==> config.mk <==
export PLATFORM = sky130hd
export DESIGN_NAME = mul8_unit
export DESIGN_NICKNAME = d
export VERILOG_FILES = /design/src/rtl/mul8_pkg.sv /design/src/rtl/mul8_decode.sv /design/src/rtl/mul8_core.sv /design/src/rtl/mul8_unit.sv
export SDC_FILE = /design/constraint.sdc
export NUM_CORES = 1
export LEC_CHECK = 0
export ABC_AREA = 1
export BUFFER_PORTS_ARGS = -buffer_cell sky130_fd_sc_hd__buf_2
export CORE_MARGIN = 3
export CORE_UTILIZATION = 59
export CTS_BUF_LIST = sky130_fd_sc_hd__clkbuf_4 sky130_fd_sc_hd__clkbuf_8
export DETAILED_ROUTE_END_ITERATION = 7
export HOLD_SLACK_MARGIN = 0.03
export PLACE_DENSITY = 0.81
export SETUP_SLACK_MARGIN = 0.2
export SYNTH_ARGS = -nofsm -noshare
export SYNTH_HDL_FRONTEND = slang
export SYNTH_SLANG_ARGS = --single-unit
==> constraint.sdc <==
create_clock -name clk -period 6.3 [get_ports clk]
set_input_delay 0.945 -clock clk [delete_from_list [all_inputs] [get_ports clk]]
set_output_delay 0.945 -clock clk [all_outputs]
set_load 0.01 [all_outputs]
==> src/rtl/mul8_pkg.sv <==
// Shared types for the multiply unit.
// Assumes nothing beyond the mode list below.
package mul8_pkg;
    typedef enum logic [2:0] {
        MODE_UU,   // unsigned x unsigned
        MODE_SS,   // signed x signed
        MODE_SU,   // signed dest x unsigned src
        MODE_FUU,  // fractional unsigned
        MODE_FSS,  // fractional signed
        MODE_FSU   // fractional signed x unsigned
    } mul_mode_e;

    // True when the mode treats the destination operand as two's complement.
    function automatic logic dst_signed(input mul_mode_e m);
        return (m == MODE_SS) || (m == MODE_SU) || (m == MODE_FSS) || (m == MODE_FSU);
    endfunction

    // True when the mode treats the source operand as two's complement.
    function automatic logic src_signed(input mul_mode_e m);
        return (m == MODE_SS) || (m == MODE_FSS);
    endfunction

    // True when the mode doubles the product.
    function automatic logic is_frac(input mul_mode_e m);
        return (m == MODE_FUU) || (m == MODE_FSS) || (m == MODE_FSU);
    endfunction
endpackage

==> src/rtl/mul8_decode.sv <==
// Instruction decoder for the multiply group.
// Purely combinational. It assumes a 16-bit word and a 32-entry register
// file; the bit positions are fixed by the instruction encoding.
module mul8_decode
    import mul8_pkg::*;
#(
    parameter int IDX_W = 5
) (
    input  logic [15:0]      insn,
    output logic             is_mul,
    output mul_mode_e        mode,
    output logic [IDX_W-1:0] dst_idx,
    output logic [IDX_W-1:0] src_idx
);
    localparam logic [IDX_W-1:0] HI_BASE = IDX_W'(16);

    logic hit_uu, hit_ss, hit_mix;

    // Recognise the three encoding groups.
    always_comb begin
        hit_uu  = (insn[15:10] == 6'b100111);
        hit_ss  = (insn[15:8] == 8'h02);
        hit_mix = (insn[15:8] == 8'h03);
    end

    // Pick the mode and the register index fields.
    always_comb begin
        is_mul  = hit_uu | hit_ss | hit_mix;
        mode    = MODE_UU;
        dst_idx = '0;
        src_idx = '0;
        if (hit_uu) begin
            dst_idx = IDX_W'(insn[8:4]);
            src_idx = IDX_W'({insn[9], insn[3:0]});
        end else if (hit_ss) begin
            mode    = MODE_SS;
            dst_idx = HI_BASE + IDX_W'(insn[7:4]);
            src_idx = HI_BASE + IDX_W'(insn[3:0]);
        end else if (hit_mix) begin
            case ({insn[7], insn[3]})
                2'b00:   mode = MODE_SU;
                2'b01:   mode = MODE_FUU;
                2'b10:   mode = MODE_FSS;
                default: mode = MODE_FSU;
            endcase
            dst_idx = HI_BASE + IDX_W'(insn[6:4]);
            src_idx = HI_BASE + IDX_W'(insn[2:0]);
        end
    end
endmodule

==> src/rtl/mul8_core.sv <==
// Multiply datapath: extends the operands as the mode requires, multiplies
// modulo 2^PROD_W, optionally doubles, and derives the two flags.
// Combinational; assumes the caller registers the result.
module mul8_core
    import mul8_pkg::*;
#(
    parameter int DATA_W = 8
) (
    input  logic [DATA_W-1:0]   a,
    input  logic [DATA_W-1:0]   b,
    input  mul_mode_e           mode,
    output logic [2*DATA_W-1:0] prod,
    output logic                zero,
    output logic                carry
);
    localparam int PROD_W = 2 * DATA_W;
    localparam int EXT_W  = PROD_W - DATA_W;

    logic [PROD_W-1:0] a_ext, b_ext, raw;

    // Sign- or zero-extend the operands to the product width.
    always_comb begin
        a_ext = {{EXT_W{dst_signed(mode) & a[DATA_W-1]}}, a};
        b_ext = {{EXT_W{src_signed(mode) & b[DATA_W-1]}}, b};
    end

    // Multiply, apply the fractional shift, derive Z and C.
    always_comb begin
        raw   = a_ext * b_ext;
        prod  = is_frac(mode) ? {raw[PROD_W-2:0], 1'b0} : raw;
        zero  = (prod == '0);
        carry = prod[PROD_W-1];
    end
endmodule

==> src/rtl/mul8_unit.sv <==
// Two-cycle multiply unit. Cycle 1 captures the operands and the mode
// (with the indices decoded combinationally so the register file can
// supply the operands in that same cycle). Cycle 2 computes and registers
// the result and pulses done. It assumes the register file presents
// opa_i/opb_i for the indices it is given, in the same cycle.
module mul8_unit
    import mul8_pkg::*;
#(
    parameter int DATA_W = 8,
    parameter int IDX_W  = 5
) (
    input  logic                clk,
    input  logic                rst_n,
    input  logic                start_i,
    input  logic [15:0]         insn_i,
    input  logic [DATA_W-1:0]   opa_i,
    input  logic [DATA_W-1:0]   opb_i,
    output logic [IDX_W-1:0]    dst_idx_o,
    output logic [IDX_W-1:0]    src_idx_o,
    output logic [2*DATA_W-1:0] prod_o,
    output logic                z_o,
    output logic                c_o,
    output logic                done_o
);
    localparam int PROD_W = 2 * DATA_W;

    logic              dec_mul;
    mul_mode_e         dec_mode;
    logic              accept;
    logic              busy_q;
    mul_mode_e         mode_q;
    logic [DATA_W-1:0] a_q, b_q;
    logic [PROD_W-1:0] core_prod;
    logic              core_zero, core_carry;
    logic [PROD_W-1:0] prod_q;
    logic              z_q, c_q, done_q;

    mul8_decode #(.IDX_W(IDX_W)) u_dec (
        .insn    (insn_i),
        .is_mul  (dec_mul),
        .mode    (dec_mode),
        .dst_idx (dst_idx_o),
        .src_idx (src_idx_o)
    );

    // Accept a strobe only for a multiply word while idle.
    always_comb accept = start_i & dec_mul & ~busy_q;

    // Stage 1: hold operands and mode for the compute cycle.
    always_ff @(posedge clk) begin
        if (!rst_n) begin
            busy_q <= 1'b0;
            mode_q <= MODE_UU;
            a_q    <= '0;
            b_q    <= '0;
        end else begin
            busy_q <= accept;
            if (accept) begin
                mode_q <= dec_mode;
                a_q    <= opa_i;
                b_q    <= opb_i;
            end
        end
    end

    mul8_core #(.DATA_W(DATA_W)) u_core (
        .a     (a_q),
        .b     (b_q),
        .mode  (mode_q),
        .prod  (core_prod),
        .zero  (core_zero),
        .carry (core_carry)
    );

    // Stage 2: register the result and raise done for one cycle.
    always_ff @(posedge clk) begin
        if (!rst_n) begin
            prod_q <= '0;
            z_q    <= 1'b0;
            c_q    <= 1'b0;
            done_q <= 1'b0;
        end else begin
            done_q <= busy_q;
            if (busy_q) begin
                prod_q <= core_prod;
                z_q    <= core_zero;
                c_q    <= core_carry;
            end
        end
    end

    // Drive the outputs from the result registers.
    always_comb begin
        prod_o = prod_q;
        z_o    = z_q;
        c_o    = c_q;
        done_o = done_q;
    end
endmodule

# Yosys cells after proc, flatten, opt, wreduce, memory -nomap -nowiden
# Index checks and enable logic that the tools add are counted.
# op_classes
addsub	4
mul	1
n_eq_ne	10
n_mux	11
bitwise_logic	7
n_reduce_logical	8
# ops
op	count
two-way mux 5 bit	6
== test 8 x 2 -> 1 bit (second input constant)	2
logical NOT 16 bit	1
multiplier 9 x 9 -> 16 bit	1
two-way mux 16 bit	1
adder 5 x 3 -> 5 bit (first input constant)	2
adder 5 x 4 -> 5 bit (first input constant)	2
two-way mux 3 bit	3
one-hot mux 3 bit (3 select lines)	1
== test 3 x 2 -> 1 bit (second input constant)	2
== test 3 bit (second input constant)	2
== test 6 bit (second input constant)	1
logical OR 1 bit	6
bitwise AND 1 bit	4
== test 3 x 1 -> 1 bit (second input constant)	1
== test 2 x 1 -> 1 bit (second input constant)	1
== test 2 bit (second input constant)	1
logical NOT 2 bit	1
bitwise OR 1 bit	2
NOT 1 bit	1
# totals
reg_bits	39
inputBits	35
output_inout_bits	29

# Depth between registers and ports, before layout
# Gate-level depths: netlist of run 1.
# depth
ltp_word	8
ltp_mapped	32
ltp_nobuf	32

# Modules after synthesis
# From an unflattened synthesis of run 1, not the netlist that was laid out.
# unflattened
cells_unflattened	759
area_unflattened_um2	5261.3
# modules_own_cells
mod	instances	cells_per_inst	area_per_inst_um2	seq_area_each_um2
mul8_core	1	495	3452.1	0.0
mul8_unit	1	205	1456.4	780.7
mul8_decode	1	59	352.8	0.0

# Worst setup path before layout of run 1
# OpenSTA, ideal clock, no wires.
# synth_path
path_type	reg2reg
start	register b_q[7]
end	register z_q, in the netlist z_o
arrival_time_ps	4984
setup_slack_ps	1250
stages_incl_launch_ff	24
period_less_slack_ps	5050
path_cell_list	dfxtp_1 -> clkbuf_1 -> nand4_1 -> or2_2 -> fa_1 -> fa_1 -> inv_1 -> fa_1 -> fa_1 -> inv_1 -> fa_1 -> inv_1 -> ha_1 -> nand2_1 -> nand2_1 -> nand2_1 -> nand3_1 -> nand2_1 -> nand2_1 -> o21ai_0 -> nand3_1 -> nor2_1 -> nand3_1 -> a21oi_2
# synth_between
elab_chain_len	4
# synth_lines
item	line_no	source
start: declaration	mul8_unit.sv:32	logic [DATA_W-1:0] a_q, b_q;
start signal: assignment	mul8_unit.sv:61	b_q <= opb_i;
bitwise AND 1 bit	mul8_core.sv:24	b_ext = {{EXT_W{src_signed(mode) & b[DATA_W-1]}}, b};
multiplier 9 x 9 -> 16 bit (*)	mul8_core.sv:29	raw = a_ext * b_ext;
two-way mux 16 bit (*)	mul8_core.sv:30	prod = is_frac(mode) ? {raw[PROD_W-2:0], 1'b0} : raw;
logical NOT 16 bit (*)	mul8_core.sv:31	zero = (prod == '0);
end signal: assignment	mul8_unit.sv:86	z_q <= core_zero;
end: declaration	mul8_unit.sv:36	logic z_q, c_q, done_q;
# Mark *: on every way between the ends. The rest lies on a longest branch, timed or not.
# A chain may end at the register's enable or synchronous reset.

# Final worst setup path of run 1
# Same ends and word-level chain as after synthesis.

==> results of run 1 <==
worst paths after layout:
| check | from | end | slack, ps | cells after the start |
|---|---|---|---|---|
| worst max-delay path | b_q[7] | z_o | 810 | 22 |
| worst min-delay path | prod_o[9] | prod_o[9] | 480 | 2 |
| worst max register to register | b_q[7] | z_o | 810 | 22 |
| worst min register to register | prod_o[9] | prod_o[9] | 480 | 2 |
worst register-to-register path, stage by stage, from the launching register on:
cell,delay [ps]
dfxtp_1,540
nand4_1,380
or2_2,410
fa_1,460
fa_1,490
inv_1,50
fa_1,450
fa_1,490
inv_1,60
fa_1,560
inv_1,50
ha_1,360
nand2_1,90
nand2_1,70
nand2_1,100
nand3_1,100
nand2_1,70
nand2_1,60
o21ai_0,220
nand3_1,110
nor2_1,90
nand3_1,100
a21oi_2,120
power by group through the flow:
| stage | clock network, W | logic, W | registers [W] |
|---|---|---|---|
| 3_3_place_gp | 0 | 0.0000271 | 0.000252 |
| 5_1_grt | 0.000195 | 0.0000320 | 0.000247 |
| 3_5_place_dp | 0 | 0.0000279 | 0.000252 |
| 4_1_cts | 0.000184 | 0.0000281 | 0.000246 |
| 6_report | 0.000184 | 0.0000281 | 0.000246 |
| 2_1_floorplan | 0 | 0.0000161 | 0.000249 |
registers in the layout (all words and copies together), names as in the netlist:
name and flops:
busy_q 1, mode_q 3, z_o 1, b_q 8, done_o 1, a_q 8, prod_o 16
through the flow:
stage          utilization  area (um^2)  instances
3_5_place_dp         0.655         5160        840
4_1_cts              0.667         5260        848
5_1_grt              0.667         5260        848
2_1_floorplan            -         4880        704
6_report             0.667         5260        848
3_3_place_gp         0.655         5160        840
kinds of logic (layout without fill, tap and decap cells):
family,count (synthesis),count (layout)
buffers and inverters,196,238
xor gates and xnor gates,5,5
adders and majority gates,97,97
and+or+nand+nor,308,308
DFF,38,38
AOI/OAI and AO/OA,60,60
cell type report:
type                       count  area (um^2)
sequential                    38          761
timing repair buffer          63          315
inverter                     167          627
fill                         686         2630
clock inverter                 1         5.00
clock buffer                   7         90.1
multi-input combinational    470         3330
tap                          102          128
synthesized netlist by cell type, types with 4 or more instances:
library cell / number / area share
buf_6: 5 / 0.012
ha_1: 36 / 0.092
o21ai_0: 33 / 0.034
a31oi_1: 4 / 0.0051
a21oi_1: 11 / 0.011
inv_2: 5 / 0.0038
nand3_1: 31 / 0.032
inv_1: 162 / 0.12
nor2_1: 79 / 0.061
fa_1: 61 / 0.25
clkbuf_1: 20 / 0.015
nand2_1: 179 / 0.14
nand4_1: 8 / 0.010
dfxtp_1: 38 / 0.16
routing by layer:
metal	global-route usage	up-vias	wire length (um)
li1	-	2162	-
met1	0.314	2030	4590
met2	0.403	127	5050
met3	0.0317	20	544
met4	0.0864	0	241
met5	0	-	0
==> results.toml, run 1 <==
[worst_setup_path]
critical_path_class = "reg -> reg"
worstPathCellList = "nand4_1 -> or2_2 -> fa_1 -> fa_1 -> inv_1 -> fa_1 -> fa_1 -> inv_1 -> fa_1 -> inv_1 -> ha_1 -> nand2_1 -> nand2_1 -> nand2_1 -> nand3_1 -> nand2_1 -> nand2_1 -> o21ai_0 -> nand3_1 -> nor2_1 -> nand3_1 -> a21oi_2"
arrival_ps = 5720
slowest_stage = "fa_1"
start_kind = "flop"
cp.required_ps = 6530
worst-path-buf-inv = 3
end_kind = "flop"
cp_max_fo = 12
cpPeakStageDelay_ps = 560
crit_family = "adder cells"

[clock_network]
cts_hold_buf = 0
clkSinkCount = 38
htreeDepth = 2
clock_latency_ps = 300
cts-root-buf = "clkbuf_8"
clk_pin_slew_ps = 70
clockBufferDepth = 2
tritoncts = "built"
numCtsBuffers = 5
post_cts_buffers = 0
cts_resized = 0

[grt]
grt_pass1_vias = 4331
grt_pass1_wl_um = 18900
antenna_found_initial = 0
grt_max_degree = 33
grt.overflow.total = 0
grtUsageTotal = 0.239

[route]
finalWirelength_um = 10400
vias = 4339
routedWlPerCell_um = 12.3
routed_via_density = 5.12
antenna_left = 0
drt_iter0_drc = 353
dr.pass1.iters = 5
drc_errors = 0

[power]
p_int_w = 0.000347
pwr-share-clk = 0.401
peakVddDrop_v = 0.0000617
p_leak_nw = 3.30
total_power_w = 0.000458
switching_share = 0.243
power_frac_comb = 0.061
power_frac_seq = 0.538
power_density_mw_per_mm2 = 87.1
power_switching_w = 0.000111

[floorplan]
fp.dieH_um = 96.9
coreArea_mm2 = 0.00789
die_area_mm2 = 0.00940
ios = 64
start_util = 0.618
dieWidth_um = 96.9
rows = 32

[placement]
numPortBuffers = 63
dpl_worst_slack_ps = 878
gp_congestion = 0.855
hpwl_um = 8690

[finish]
finalNetCount = 877
drive_gt1_frac = 0.119
diodes = 0
final_common_cell = "nand2_1"
mostFrequentLayoutCells = "nand2_1 (179), inv_1 (162), nor2_1 (79)"
area_growth_pct = 7.82

[sta]
period_minus_slack_ps = 5490
slew_headroom = 0.363
final.setup.tns_ps = 0
hold_viol = 0
slew_viol_final = 0
setup_viol = 0
hold_ws_ps = 485
tightest_slew_ps = 950
post-route-period-util = 0.871
fin_ws_ps = 812
fmax_mhz = 182
fin_skew_ps = 8.13
rsz0062_at_grt = "false"

[logic_synthesis]
netlist_instances = 704
async_flop_share = 0
yosysWarnings = 0
synth_area_mm2 = 0.00488
synth_compound_area_frac = 0.0698
yosys-mux-area-fraction = 0
synthAdderAreaFrac = 0.343
synth-simple-area-share = 0.261
synth_top_family_by_area = "adder cells"
syn_nets = 836
synthXorXnorAreaFrac = 0.0105
syn_area_per_cell_um2 = 6.93
yosysSeqAreaShare = 0.156
synth_ff_type = "dfxtp_1"
synth-seq-cells = 38
yosysUniqueCellTypes = 36
synth_edf_count = 0

[job]
drv_cap = 0

[min_path]
hp-class = "reg -> reg"

[outcome]
status = "completed"
Power figures use the tool's default switching activity.
==> run 2: changes to the inputs <==
CORE_MARGIN = not set   (was 3)
==> run 2 against run 1 <==
- count of clock-buffer cells in the layout did not move
- setup slack improved by 170 ps
- first-iteration DRC count fell by 38%
- register-to-register slack improved by 170 ps
- non-clock buffer count rose by 1
==> results.toml, run 2 (synthesis results as in run 1) <==
[grt]
antenna_found_initial = 0
use_met3 = 0.0246
grt.overflow.total = 0
grt_pass1_vias = 4358
use_met1 = 0.334
grt_pass1_wl_um = 18600
grt_max_degree = 33
grt_busiest_layer = "met2"
grt_use_met2 = 0.485
grtUsageTotal = 0.269

[floorplan]
dieWidth_um = 92.9
die_area_mm2 = 0.00864
fp.dieH_um = 92.9
coreArea_mm2 = 0.00785
ios = 64
start_util = 0.622
rows = 32

[placement]
dp.cells = 841
gp_congestion = 0.894
dpl_worst_slack_ps = 1000
hpwl_um = 8480
numPortBuffers = 63

[min_path]
holdPathStages = 2
whs_endpoint = "prod_o[3]"
hp-class = "reg -> reg"
hp-start = "prod_o[3]"

[worst_setup_path]
end_kind = "flop"
reg2reg_slack_ps = 990
critical_path_class = "reg -> reg"
cp_max_fo = 6
worst-path-buf-inv = 5
timing.rr.end = "z_o"
cp.required_ps = 6540
path_depth = 27
crit_family = "adder cells"
r2r_cells = 27
start_kind = "flop"
arrival_ps = 5550
r2r-start = "mode_q[2]"
cpPeakStageDelay_ps = 530
slowest_stage = "fa_1"
cpMostUsedCell = "nand2_1"

[sta]
setup_viol = 0
fin_ws_ps = 985
rsz0062_at_grt = "false"
hold_ws_ps = 480
fmax_mhz = 188
fin_skew_ps = 8.84
period_minus_slack_ps = 5310
slew_headroom = 0.311
slew_viol_final = 0
final.setup.tns_ps = 0
hold_viol = 0
tightest_slew_ps = 1030
post-route-period-util = 0.844

[power]
p_int_w = 0.000347
power_density_mw_per_mm2 = 86.1
power_frac_comb = 0.063
peakVddDrop_v = 0.0000720
power_switching_w = 0.000107
total_power_w = 0.000454
pwr-share-clk = 0.394
switching_share = 0.235
power_frac_seq = 0.543
p_leak_nw = 3.30

[finish]
area_growth_pct = 7.98
finalNetCount = 878
largest_reg_flops = 16
drive_gt1_frac = 0.120
final_common_cell = "nand2_1"
fin_cells = 849
mostFrequentLayoutCells = "nand2_1 (179), inv_1 (162), nor2_1 (79)"
diodes = 0

[clock_network]
post_cts_buffers = 0
tritoncts = "built"
clkSinkCount = 38
clock_latency_ps = 300
numCtsBuffers = 5
clk_pin_slew_ps = 80
cts-root-buf = "clkbuf_8"
clockBufferDepth = 2
cts_hold_buf = 0
cts_resized = 0
htreeDepth = 2

[route]
dr.pass1.iters = 5
antenna_left = 0
finalWirelength_um = 10200
routedWlPerCell_um = 12.0
routed_via_density = 5.06
vias = 4298
drt_iter0_drc = 219
drc_errors = 0

[job]
drv_cap = 0

[outcome]
status = "completed"
==> run 2: how the worst max path moves through the flow <==
stage                    from   to  slack [ps]
finish              mode_q[2]  z_o         990
global route        mode_q[2]  z_o         510
CTS                 mode_q[2]  z_o         980
detailed placement  mode_q[2]  z_o        1000
global placement       b_q[7]  z_o        1110
floorplan              b_q[7]  z_o        1250
==> run 2: power by group through the flow <==
| stage | Combinational (W) | Sequential [W] | Clock (W) |
|---|---|---|---|
| after floorplan | 0.0000161 | 0.000249 | 0 |
| after global placement | 0.0000268 | 0.000252 | 0 |
| after detailed placement | 0.0000282 | 0.000252 | 0 |
| after CTS | 0.0000284 | 0.000246 | 0.000181 |
| after global routing | 0.0000321 | 0.000247 | 0.000191 |
| final | 0.0000284 | 0.000246 | 0.000179 |
==> run 2: stage by stage <==
| stage | instance area (um^2) | utilization |
|---|---|---|
| 2_1_floorplan | 4880 | - |
| 3_3_place_gp | 5170 | 0.659 |
| 3_5_place_dp | 5170 | 0.659 |
| 4_1_cts | 5270 | 0.671 |
| 5_1_grt | 5270 | 0.671 |
| 6_report | 5270 | 0.671 |
==> run 2: worst reg2reg max path: cells and delay by family, from the launching register on <==
family	cells	cell delay, ps
AO/OA/AOI/OAI	2	320
adder cells (fa/ha/maj)	6	2870
flip-flops	1	360
buffers and inverters	5	330
AND/OR/NAND/NOR	14	1370
==> run 2: metal layers <==
layer	routed length (um)	vias up	share of wire
li1	-	2169	-
met1	4530	2022	0.44
met2	5070	90	0.50
met3	362	17	0.035
met4	242	0	0.024
met5	0	-	0
==> run 2: layout make-up <==
type	count	area [um^2]
Tap cell	102	128
Inverter	167	627
Clock buffer	7	90.1
Fill cell	697	2580
Sequential cell	38	761
Multi-Input combinational cell	470	3330
Timing Repair Buffer	64	323
Clock inverter	1	5.00
==> run 3: changes to the inputs <==
clock period = 5.5 ns   (was 6.3 ns; I/O delays follow)
==> run 3 against run 2 <==
- worst hold slack improved by 1.1 ps
- sequential share of layout area down 0.32 points
- core utilization grew 1.8 points
- cell count is 1.1% higher
- power grew 15%
- critical path type unchanged
- largest cell class unchanged
- highest routed layer unchanged
==> results.toml, run 3 (synthesis results as in run 1) <==
[clock_network]
numCtsBuffers = 5
clockBufferDepth = 2
cts-root-buf = "clkbuf_8"
clk_pin_slew_ps = 70
htreeDepth = 2
tritoncts = "built"
clkSinkCount = 38
clock_latency_ps = 290

[worst_setup_path]
slowest_stage = "fa_1"
critical_path_class = "reg -> reg"
cp_max_fo = 6
cp.required_ps = 5730
arrival_ps = 5250
end_kind = "flop"
cpPeakStageDelay_ps = 530
start_kind = "flop"
r2r_cells = 28

[route]
finalWirelength_um = 10600
routedWlPerCell_um = 12.3
routed_via_density = 5.14
dr.pass1.iters = 5
antenna_left = 0
drt_iter0_drc = 207
vias = 4412
drc_errors = 0

[sta]
rsz0062_at_grt = "false"
setup_viol = 0
tightest_slew_ps = 950
hold_viol = 0
fmax_mhz = 199
slew_viol_final = 0
final.setup.tns_ps = 0
post-route-period-util = 0.912
period_minus_slack_ps = 5020
fin_skew_ps = 3.48
slew_headroom = 0.363

[placement]
dp.cells = 845
gp_congestion = 0.913
hpwl_um = 8690
numPortBuffers = 63

[grt]
grt_pass1_wl_um = 18900
grtUsageTotal = 0.271
grt_pass1_vias = 4470
grt_use_met2 = 0.496
use_met1 = 0.322
grt.overflow.total = 0
grt_busiest_layer = "met2"
use_met3 = 0.0320
grt_max_degree = 33
antenna_found_initial = 0

[floorplan]
dieWidth_um = 92.9
rows = 32
die_area_mm2 = 0.00864
start_util = 0.622
ios = 64
fp.dieH_um = 92.9
coreArea_mm2 = 0.00785

[finish]
fillCellCount = 693
fin_cells = 858
finalNetCount = 887
largest_reg_flops = 16
final_common_cell = "nand2_1"
diodes = 0
drive_gt1_frac = 0.151
mostFrequentLayoutCells = "nand2_1 (173), inv_1 (162), nor2_1 (77)"
area_growth_pct = 10.8

[power]
p_leak_nw = 3.38
power_density_mw_per_mm2 = 96.1
peakVddDrop_v = 0.0000605
total_power_w = 0.000520

[outcome]
status = "completed"

[job]
drv_cap = 0

[min_path]
hp-class = "reg -> reg"
holdPathStages = 2
-- run 3: changes by cell type in the layout (fill, tap and decap cells not counted), sizes merged --
cell,before,now
buf,64,73
-- run 3: layout make-up --
cell class	count	area, um^2	share of cell area
inverters	167	627	0.116
clock inverters	1	5.00	0.000926
multi-input cells	470	3400	0.629
clock buffers	7	90.1	0.0167
well taps	102	128	0.0236
flip-flops and latches	38	763	0.141
repair buffers	73	390	0.0722
-- run 3: metrics by stage --
| step | hold WS (ps) | area, um^2 | util | worst slack (ps) |
|---|---|---|---|---|
| 4_1_cts | 484 | 5300 | 0.675 | 215 |
| 6_report | 481 | 5410 | 0.689 | 485 |
| 3_5_place_dp | 470 | 5200 | 0.663 | 170 |
| 2_1_floorplan | 501 | 4880 | - | 450 |
| 3_3_place_gp | 456 | 5200 | 0.663 | 373 |
| 5_1_grt | 501 | 5410 | 0.689 | 160 |
-- run 3: per-layer routing --
layer	vias to the layer above	part of all wire
met3	27	0.044
met4	0	0.031
met2	123	0.51
met5	-	0
li1	2190	-
met1	2072	0.42
-- run 3: where the power goes --
part	switching, W	internal, W
Clock	0.0000975	0.000106
Sequential	0.00000442	0.000277
Combinational	0.0000191	0.0000152
-- run 3: path summary, 6_finish.rpt --
| check | start | to | slack (ps) |
|---|---|---|---|
| max | mode_q[2] | z_o | 480 |
| min | prod_o[3] | prod_o[3] | 480 |
| max reg2reg | mode_q[2] | z_o | 480 |
| min reg2reg | prod_o[3] | prod_o[3] | 480 |
-- run 3: worst max-delay path, delay by kind of cell (launching register included) --
kind / cells / cell delay (ps)
adder cells (fa/ha/maj): 6 / 2800
buffers and inverters: 5 / 360
AND/OR/NAND/NOR: 16 / 1330
flip-flops: 1 / 340
AO/OA/AOI/OAI: 1 / 120
-- run 3: repair_timing --
item,CTS,global route
pin swaps,0,4
endpoints found under the setup margin,1,6
resized for setup,1,18
cloned,0,0
buffers inserted,0,5
hold buffers,0,0
